`src/rtl/ssf_pkg.sv`:
```
package ssf_pkg;

    // width of the in-half slot position (saturates at its maximum)
    localparam int POS_W = 7;
    localparam int POS_MAX = (1 << POS_W) - 1;

    typedef enum logic {
        FMT_MSBJ = 1'b0,
        FMT_I2S  = 1'b1
    } fmt_e;

    // position inside the frame: which half, and slots since its edge
    typedef struct packed {
        logic             right;
        logic [POS_W-1:0] idx;
    } pos_t;

    // frame-clock level that marks the left half
    function automatic logic left_level(fmt_e f);
        return (f == FMT_MSBJ);
    endfunction

endpackage

```
`src/rtl/ssf_bit_div.sv`:
```
module ssf_bit_div #(
    parameter int DIV_LO = 4,
    parameter int DIV_HI = 8
) (
    input  logic clk,
    input  logic rst,
    input  logic run,
    input  logic sel_hi,
    output logic bck,
    output logic fall_tick
);
    localparam int CW = $clog2(DIV_HI);

    logic [CW-1:0] cnt;
    logic [CW-1:0] last;
    logic [CW-1:0] half;

    assign last = sel_hi ? CW'(DIV_HI - 1) : CW'(DIV_LO - 1);
    assign half = sel_hi ? CW'(DIV_HI / 2) : CW'(DIV_LO / 2);

    always_ff @(posedge clk) begin
        if (rst || !run) begin
            cnt <= '0;
        end else if (cnt == last) begin
            cnt <= '0;
        end else begin
            cnt <= cnt + 1'b1;
        end
    end

    assign fall_tick = run && (cnt == last);
    assign bck       = run && (cnt >= half);

    AST_TICK_SPACING: assert property (@(posedge clk) disable iff (rst)
        fall_tick |=> !fall_tick);

endmodule

```
`src/rtl/ssf_slave_sync.sv`:
```
module ssf_slave_sync (
    input  logic clk,
    input  logic rst,
    input  logic bck_in,
    input  logic lrck_in,
    output logic fall_tick,
    output logic frame_tick,
    output logic lrck_lvl
);
    logic [2:0] b_q;
    logic [2:0] l_q;

    always_ff @(posedge clk) begin
        if (rst) begin
            b_q <= '0;
            l_q <= '0;
        end else begin
            b_q <= {b_q[1:0], bck_in};
            l_q <= {l_q[1:0], lrck_in};
        end
    end

    assign fall_tick  = b_q[2] && !b_q[1];
    assign frame_tick = l_q[2] ^ l_q[1];
    assign lrck_lvl   = l_q[1];

endmodule

```
`src/rtl/ssf_frame_seq.sv`:
```
module ssf_frame_seq
    import ssf_pkg::*;
#(
    parameter int SAMPLE_W   = 24,
    parameter int HALF_SLOTS = 32,
    parameter int LANES      = 2
) (
    input  logic                      clk,
    input  logic                      rst,
    input  logic                      master,
    input  fmt_e                      fmt,
    input  logic                      m_fall,
    input  logic                      s_fall,
    input  logic                      s_frame,
    input  logic                      s_lvl,
    input  logic                      smp_valid,
    input  logic [LANES*SAMPLE_W-1:0] smp_left,
    input  logic [LANES*SAMPLE_W-1:0] smp_right,
    output pos_t                      pos,
    output logic [LANES*SAMPLE_W-1:0] act_left,
    output logic [LANES*SAMPLE_W-1:0] act_right
);
    localparam int PW = LANES * SAMPLE_W;

    pos_t          nxt;
    logic          start;
    logic [PW-1:0] pend_left;
    logic [PW-1:0] pend_right;

    always_comb begin
        nxt   = pos;
        start = 1'b0;
        if (master) begin
            if (m_fall) begin
                if (pos.idx >= POS_W'(HALF_SLOTS - 1)) begin
                    nxt.idx   = '0;
                    nxt.right = !pos.right;
                    start     = 1'b1;
                end else begin
                    nxt.idx = pos.idx + 1'b1;
                end
            end
        end else if (s_frame) begin
            nxt.idx   = '0;
            nxt.right = (s_lvl != left_level(fmt));
            start     = 1'b1;
        end else if (s_fall && pos.idx != POS_W'(POS_MAX)) begin
            nxt.idx = pos.idx + 1'b1;
        end
    end

    always_ff @(posedge clk) begin
        if (rst) begin
            pos        <= '0;
            pend_left  <= '0;
            pend_right <= '0;
            act_left   <= '0;
            act_right  <= '0;
        end else begin
            pos <= nxt;
            if (start && !nxt.right) begin
                act_left  <= pend_left;
                act_right <= pend_right;
            end
            if (smp_valid) begin
                pend_left  <= smp_left;
                pend_right <= smp_right;
            end
        end
    end

    AST_LOAD_AT_LEFT: assert property (@(posedge clk) disable iff (rst)
        (!$stable(act_left) || !$stable(act_right)) |-> (pos.idx == '0 && !pos.right));

    AST_HALF_WRAP: assert property (@(posedge clk) disable iff (rst)
        (master && m_fall && pos.idx == POS_W'(HALF_SLOTS - 1))
        |=> (pos.idx == '0 && pos.right != $past(pos.right)));

endmodule

```
`src/rtl/ssf_lane.sv`:
```
module ssf_lane
    import ssf_pkg::*;
#(
    parameter int SAMPLE_W = 24
) (
    input  fmt_e                fmt,
    input  pos_t                pos,
    input  logic [SAMPLE_W-1:0] left_w,
    input  logic [SAMPLE_W-1:0] right_w,
    output logic                sd
);
    localparam int BW = $clog2(SAMPLE_W);

    logic [SAMPLE_W-1:0] word;
    logic [BW-1:0]       sel;
    int                  rel;

    always_comb begin
        word = pos.right ? right_w : left_w;
        rel  = int'(pos.idx) - ((fmt == FMT_I2S) ? 1 : 0);
        if (rel >= 0 && rel < SAMPLE_W) begin
            sel = BW'(SAMPLE_W - 1 - rel);
            sd  = word[sel];
        end else begin
            sel = '0;
            sd  = 1'b0;
        end
    end

endmodule

```
`src/rtl/stereo_ser_fmt.sv`:
```
module stereo_ser_fmt
    import ssf_pkg::*;
#(
    parameter int SAMPLE_W   = 24,
    parameter int HALF_SLOTS = 32,
    parameter int LANES      = 2,
    parameter int DIV_LO     = 4,
    parameter int DIV_HI     = 8
) (
    input  logic                      clk,
    input  logic                      rst,
    input  logic                      master_en,
    input  logic                      fmt_i2s,
    input  logic                      mclk_x512,
    input  logic                      bck_in,
    input  logic                      lrck_in,
    input  logic                      smp_valid,
    input  logic [LANES*SAMPLE_W-1:0] smp_left,
    input  logic [LANES*SAMPLE_W-1:0] smp_right,
    output logic                      bck_out,
    output logic                      lrck_out,
    output logic [LANES-1:0]          sd_out
);
    localparam int PW = LANES * SAMPLE_W;

    fmt_e          fmt;
    logic          div_bck;
    logic          m_fall;
    logic          s_fall;
    logic          s_frame;
    logic          s_lvl;
    pos_t          pos;
    logic [PW-1:0] act_left;
    logic [PW-1:0] act_right;

    assign fmt = fmt_i2s ? FMT_I2S : FMT_MSBJ;

    ssf_bit_div #(
        .DIV_LO (DIV_LO),
        .DIV_HI (DIV_HI)
    ) u_div (
        .clk       (clk),
        .rst       (rst),
        .run       (master_en),
        .sel_hi    (mclk_x512),
        .bck       (div_bck),
        .fall_tick (m_fall)
    );

    ssf_slave_sync u_sync (
        .clk        (clk),
        .rst        (rst),
        .bck_in     (bck_in),
        .lrck_in    (lrck_in),
        .fall_tick  (s_fall),
        .frame_tick (s_frame),
        .lrck_lvl   (s_lvl)
    );

    ssf_frame_seq #(
        .SAMPLE_W   (SAMPLE_W),
        .HALF_SLOTS (HALF_SLOTS),
        .LANES      (LANES)
    ) u_seq (
        .clk       (clk),
        .rst       (rst),
        .master    (master_en),
        .fmt       (fmt),
        .m_fall    (m_fall),
        .s_fall    (s_fall),
        .s_frame   (s_frame),
        .s_lvl     (s_lvl),
        .smp_valid (smp_valid),
        .smp_left  (smp_left),
        .smp_right (smp_right),
        .pos       (pos),
        .act_left  (act_left),
        .act_right (act_right)
    );

    for (genvar n = 0; n < LANES; n++) begin : g_lane
        ssf_lane #(
            .SAMPLE_W (SAMPLE_W)
        ) u_lane (
            .fmt     (fmt),
            .pos     (pos),
            .left_w  (act_left[n*SAMPLE_W +: SAMPLE_W]),
            .right_w (act_right[n*SAMPLE_W +: SAMPLE_W]),
            .sd      (sd_out[n])
        );
    end

    assign bck_out  = master_en && div_bck;
    assign lrck_out = master_en && (pos.right != left_level(fmt));

    AST_SD_ON_FALL: assert property (@(posedge clk) disable iff (rst)
        (master_en && $past(master_en) && $stable(fmt_i2s) && !$fell(bck_out))
        |-> $stable(sd_out));

    AST_LRCK_ON_FALL: assert property (@(posedge clk) disable iff (rst)
        (master_en && $past(master_en) && $stable(fmt_i2s) && !$stable(lrck_out))
        |-> $fell(bck_out));

    AST_TAIL_LOW: assert property (@(posedge clk) disable iff (rst)
        (int'(pos.idx) >= SAMPLE_W + (fmt_i2s ? 1 : 0)) |-> (sd_out == '0));

endmodule

```
`config.mk`:
```
export PLATFORM = sky130hd
export DESIGN_NAME = stereo_ser_fmt
export DESIGN_NICKNAME = d
export VERILOG_FILES = /design/src/rtl/ssf_pkg.sv /design/src/rtl/ssf_bit_div.sv /design/src/rtl/ssf_slave_sync.sv /design/src/rtl/ssf_frame_seq.sv /design/src/rtl/ssf_lane.sv /design/src/rtl/stereo_ser_fmt.sv
export SDC_FILE = /design/constraint.sdc
export NUM_CORES = 1
export LEC_CHECK = 0
export BUFFER_PORTS_ARGS = -buffer_cell sky130_fd_sc_hd__buf_2
export CORE_UTILIZATION = 60
export CTS_BUF_LIST = sky130_fd_sc_hd__clkbuf_4 sky130_fd_sc_hd__clkbuf_8
export DETAILED_ROUTE_END_ITERATION = 8
export PLACE_DENSITY = 0.85
export SKIP_CTS_REPAIR_TIMING = 1
export SLEW_MARGIN = 20
export SYNTH_ARGS = -nofsm -noshare
export SYNTH_HDL_FRONTEND = slang
export SYNTH_SLANG_ARGS = --single-unit
```
`constraint.sdc`:
```
create_clock -name clk -period 3.2 [get_ports clk]
set_input_delay 0.48 -clock clk [delete_from_list [all_inputs] [get_ports clk]]
set_output_delay 0.48 -clock clk [all_outputs]
set_load 0.02 [all_outputs]
```
[Word level (Yosys, flattened, before mapping)]
Cells that the tools add are included.
Operators by class
  bitwise operators: 2
  shift-type cells: 0
  multiplexer cells: 23
  multipliers: 0
  reduce and logical (&&, ||, !) cells: 16
  div/mod/pow operators: 0
  magnitude comparators: 5
  eq/ne operators: 5
  $add $sub $neg: 4
Operators by type and width (number)
  $mux W24: 2
  $mux W7: 3
  $mux W8: 2
  $mux W1: 12
  $bmux W1 S5: 2
  $ge A8 B1 Y1 const B: 1
  $logic_and A1 B1 Y1: 8
  $lt A8 B6 Y1 const B: 1
  $sub A7 B1 Y8: 1
  $add A7 B1 Y7 const B: 1
  $ge A7 B5 Y1 const B: 1
  $ne A7 B7 Y1 const B: 1
  $lt A5 B6 Y1 const B: 1
  $mux W3: 2
  $sub A5 B5 Y5 const A: 1
  $logic_not A1 Y1: 4
  $add A3 B1 Y3 const B: 1
  $eq A3 B3 Y1: 1
  $ge A3 B3 Y1: 1
  $reduce_bool A3 Y1: 1
  $ne A1 B1 Y1: 2
  $ne A2 B1 Y1 const B: 1
  $reduce_and A2 Y1: 1
  $reduce_or A2 Y1: 1
  3 further kinds: 3
Word-level totals
  word-level logic and storage cells: 64
  latch bits: 0
  RAM bits: 0
  input bits: 104
  register bits: 209
  ROM bits: 0
  memories kept: 0
  output and inout port bits: 4

[Longest topological paths before layout]
  depth after elaboration: 8
  depth in mapped cells: 10
  depth with buffers taken out: 9

[Hierarchy]
Synthesis repeated with hierarchy kept, for this count alone.
Unflattened totals
  cells, all modules: 975
  area, all modules: 9427.8 µm²
Modules (own cells, without submodules)
  ssf_frame_seq: times used 1, cells an instance 799, sequential area each 4003.8 µm², area an instance 7729.9 µm²
  ssf_lane: times used 2, cells an instance 70, sequential area each 0.0 µm², area an instance 661.9 µm²
  ssf_bit_div: times used 1, cells an instance 19, sequential area each 60.1 µm², area an instance 177.7 µm²
  ssf_slave_sync: times used 1, cells an instance 14, sequential area each 120.1 µm², area an instance 175.2 µm²
  stereo_ser_fmt: times used 1, cells an instance 3, sequential area each 0.0 µm², area an instance 21.3 µm²

[Least setup slack after synthesis]
OpenSTA, ideal clock, no wires.
  path kind: input port to output port
  start: in fmt_i2s
  end: out sd_out[1]
  buffers on the path: 2
  slack: 0.494 ns
  data arrival time: 2.226 ns
  stages on the path: 9
  required time: 2.720 ns
  cells stage by stage: ha_1 ha_1 buf_2 mux4_2 mux2i_1 nor2_1 a211oi_1 nor4bb_1 buf_4
On the way
  word-level cells in the longest chain between the ends: 7
  elaborated cells on any way between the ends: 10
  classes of those cells: add/sub (2); order compare (2); mux (5); reduce/logical (1)
RTL lines
  start, declared: line stereo_ser_fmt.sv:13  | input logic fmt_i2s,
  $mux W1 *: line stereo_ser_fmt.sv:36  | assign fmt = fmt_i2s ? FMT_I2S : FMT_MSBJ;
  $mux W1 *: line ssf_lane.sv:20  | rel = int'(pos.idx) - ((fmt == FMT_I2S) ? 1 : 0);
  $sub A7 B1 Y8 *: line ssf_lane.sv:20
  $sub A5 B5 Y5: line ssf_lane.sv:22  | sel = BW'(SAMPLE_W - 1 - rel);
  $bmux W1 S5: line ssf_lane.sv:23  | sd = word[sel];
  $mux W1 (implied by the code): line ssf_lane.sv:23
  $mux W1 *: line ssf_lane.sv:21  | if (rel >= 0 && rel < SAMPLE_W) begin
  end, declared: line stereo_ser_fmt.sv:22  | output logic [LANES-1:0] sd_out
Every way passes the cells marked *; elsewhere a longest branch is shown, timed or not. The select of a mux whose other input is x is not followed.

[Worst setup path after layout]
  start: reg u_seq.pos[0] (netlist name)
  end: out sd_out[0]
On the way
  word-level cells in the longest chain between the ends: 5
  elaborated cells on any way between the ends: 8
  classes of those cells: add/sub (2); order compare (2); mux (3); reduce/logical (1)
RTL lines (line)
  $sub A7 B1 Y8 *: ssf_lane.sv:20
  $sub A5 B5 Y5: ssf_lane.sv:22
  $bmux W1 S5: ssf_lane.sv:23
  $mux W1 (implied by the code): ssf_lane.sv:23
  $mux W1 *: ssf_lane.sv:21
Marked as above.

==> flow_summary.toml <==
[outcome]
status = "finished with violations"
violations = "negative setup slack"

[clock_network]
cts.sinks = 209
clock_latency_ps = 540
cts_buffers = 34
cts_root_buf = "clkbuf_8"
clk_pin_slew_ps = 60
htreeDepth = 2
cts_tree = "built"
clockBufferDepth = 3

[synth]
syn_inst = 932
ys.flop_type = "dfxtp_1"
ys_seq_area_share_pct = 48.8
syn_area_sq_um = 8580
ys_seq_elements = 209
synth.avg_cell_area_sq_um = 9.20
ys_warn_count = 0
synth.distinct_cells = 49
synth_edf_count = 0
synthArstFlopShare_pct = 0
syn_nets = 1043

[route]
routedWlPerCell_um = 16.0
vias_per_cell = 5.67
drtIter0Drc = 663
drc = 0
ant_nets = 0
dr_total_vias = 7002
routed_wirelength_um = 19700
drtPass1Iterations = 7

[sta]
post-route-period-util_pct = 101
final-setup-viol-count = 2
final.setup.worst_slack_ps = -45.4
relSlewSlack_pct = 55.6
rsz0062_at_grt = "yes"
maxSlewViolCount = 0
worst_pin_slew_ps = 665
fin_skew_ps = 24.5
fmax_ghz = 0.308
hold_viol_final = 0
min_period_ps = 3250

[placement]
post-dp-hpwl_um = 12400
portBuffers = 107
placed_area_sq_um = 9200
gp_congestion = 0.885

[setup_path]
cp.arrival_ps = 2770
crit_top_cell = "ha_4"
cp.required_ps = 2720
startpoint_type = "flop"
path_buf_inv = 3
critPathKind = "reg -> out"
r2r_start = "u_seq.pos[4]"
crit_chain = "inv_4, ha_4, ha_4, buf_8, mux4_2, mux2i_1, nor2_1, a211oi_2, nor4_4, buf_6"
crit_fanout = 6
cp_slowest_cell = "mux4_2"
cp_top_family = "multiplexers"
crit_path_start = "u_seq.pos[0]"
worst_setup_path_end_kind = "output pin"
cp_slowest_stage_delay_ps = 500

[cells_and_area]
layout-drive-gt1-share_pct = 22.6
final_cell_area_sq_um = 10200
nNetsFinal = 1144
diodes = 0
area_growth_pct = 18.7
fillers = 972

[global_routing]
grt-ovfl-total = 0
grt_use_total_pct = 26.1
grt_max_degree = 104
grt_pass1_vias = 6427
grt_pass1_wl_um = 30400
antenna_found_initial = 0

[die]
core-area_sq_um = 13900
die_area_sq_um = 14800
start_util_pct = 61.5
die_h_um = 122
rows = 43
ios = 108
die_w_um = 122

[flow_run]
drv_cap = 0

[pwr]
irDropWorstVdd_mv = 0.383
p_total_uw = 5740
power.density_nw_per_um2 = 564
leakage_uw = 0.00416

[worst_hold_path]
hold_start = "lrck_in"
hold_path_class = "in -> reg"
## sequential cells by signal (all words and copies together), names as in the netlist
name / count
u_seq.act_left: 48
u_seq.act_right: 48
u_seq.pend_right: 48
u_seq.pend_left: 48
u_sync.b_q: 3
u_sync.l_q: 3
u_seq.pos: 8
u_div.cnt: 3
## per-stage QoR
stage / setup WS (ps) / util, % / cells / hold slack, ps / TNS, ps
after floorplan: 494 / - / 932 / 412 / 0
after global placement: 113 / 66.0 / 1163 / 420 / 0
after detailed placement: 91.2 / 66.0 / 1163 / 432 / 0
after CTS: -344 / 71.2 / 1222 / 164 / -677
after global routing: -113 / 73.1 / 1236 / 183 / -186
final: -45.4 / 73.1 / 1236 / 177 / -52.1
## synth_stat cells (2+ instances only)
cell	count	share of area [%]
dfxtp_1	209	49
nand2_1	206	9.0
nor2_1	112	4.9
a21oi_1	108	6.3
mux2i_1	105	12
clkbuf_1	38	1.7
mux4_2	24	6.3
buf_2	21	1.2
nor2b_1	14	1.0
buf_4	10	0.88
ha_1	7	1.0
inv_1	7	0.31
o21ai_0	7	0.41
nand3_1	5	0.29
nor3b_1	5	0.44
nor3_1	4	0.23
xor2_1	4	0.41
a211oi_1	3	0.26
a31oi_1	3	0.22
and3_1	3	0.22
nand3b_1	3	0.26
and2_1	2	0.15
mux2_2	2	0.26
nor4bb_1	2	0.23
o21a_1	2	0.18
o22a_1	2	0.20
xnor2_1	2	0.20
## worst register-to-register path: stages, from the launching register on
cell and delay (ps):
dfxtp_1 700, nand3_1 140, o21ai_1 230, nand3_2 180, o22ai_4 180, buf_4 480, nand2_1 200, a21oi_1 180
## placed cells by master (no fill, tap or decap), types with 7 or more instances in the layout
| cell | count |
|---|---|
| mux2i_1 | 105 |
| buf_4 | 21 |
| clkbuf_4 | 13 |
| mux4_2 | 24 |
| nor2_1 | 112 |
| nand2_1 | 206 |
| dfxtp_1 | 207 |
| clkbuf_8 | 39 |
| o21ai_0 | 7 |
| nor2b_1 | 14 |
| a21oi_1 | 108 |
| buf_2 | 103 |
## logic make-up (layout without fill, tap and decap cells)
family / count (synthesis) / in the layout / synth area share (%)
adder cells (fa/ha/maj): 7 / 7 / 1.02
buffers and inverters: 77 / 201 / 4.20
flip-flops: 209 / 209 / 48.8
XOR/XNOR: 6 / 6 / 0.613
AO/OA/AOI/OAI: 138 / 138 / 8.96
AND/OR/NAND/NOR: 364 / 364 / 17.6
multiplexers: 131 / 131 / 18.8
## area by class of cell
class	instances	area [sq um]	area share, %
Clock buffer	52	634	6.23
Clock inverter	7	93.8	0.922
Inverter	7	28.8	0.283
Multi-Input combinational cell	646	4160	40.9
Sequential cell	209	4190	41.1
Tap cell	180	225	2.21
Timing Repair Buffer	135	851	8.36
## report_power, final
| part | switching [uW] | total, uW | internal (uW) |
|---|---|---|---|
| registers | 53.7 | 2740 | 2690 |
| logic | 262 | 515 | 253 |
| clock network | 1050 | 2490 | 1430 |
| total | 1370 | 5740 | 4370 |
## final timing paths
path                            cells after the start  slack, ps                 to
worst max-delay path                               10        -50          sd_out[0]
worst min-delay path                                2        180      u_sync.l_q[0]
worst max register to register                      7        850  u_seq.act_left[9]
worst min register to register                      1        440      u_sync.b_q[1]
## metal layers
metal  global-route usage, %  vias up  routed length (um)
met2                    42.4      247                9810
li1                        -     3371                   -
met5                       0        -                   0
met4                    10.5        0                 499
met3                    4.96       48                1200
met1                    34.2     3336                8220
Power figures use the tool's default switching activity.
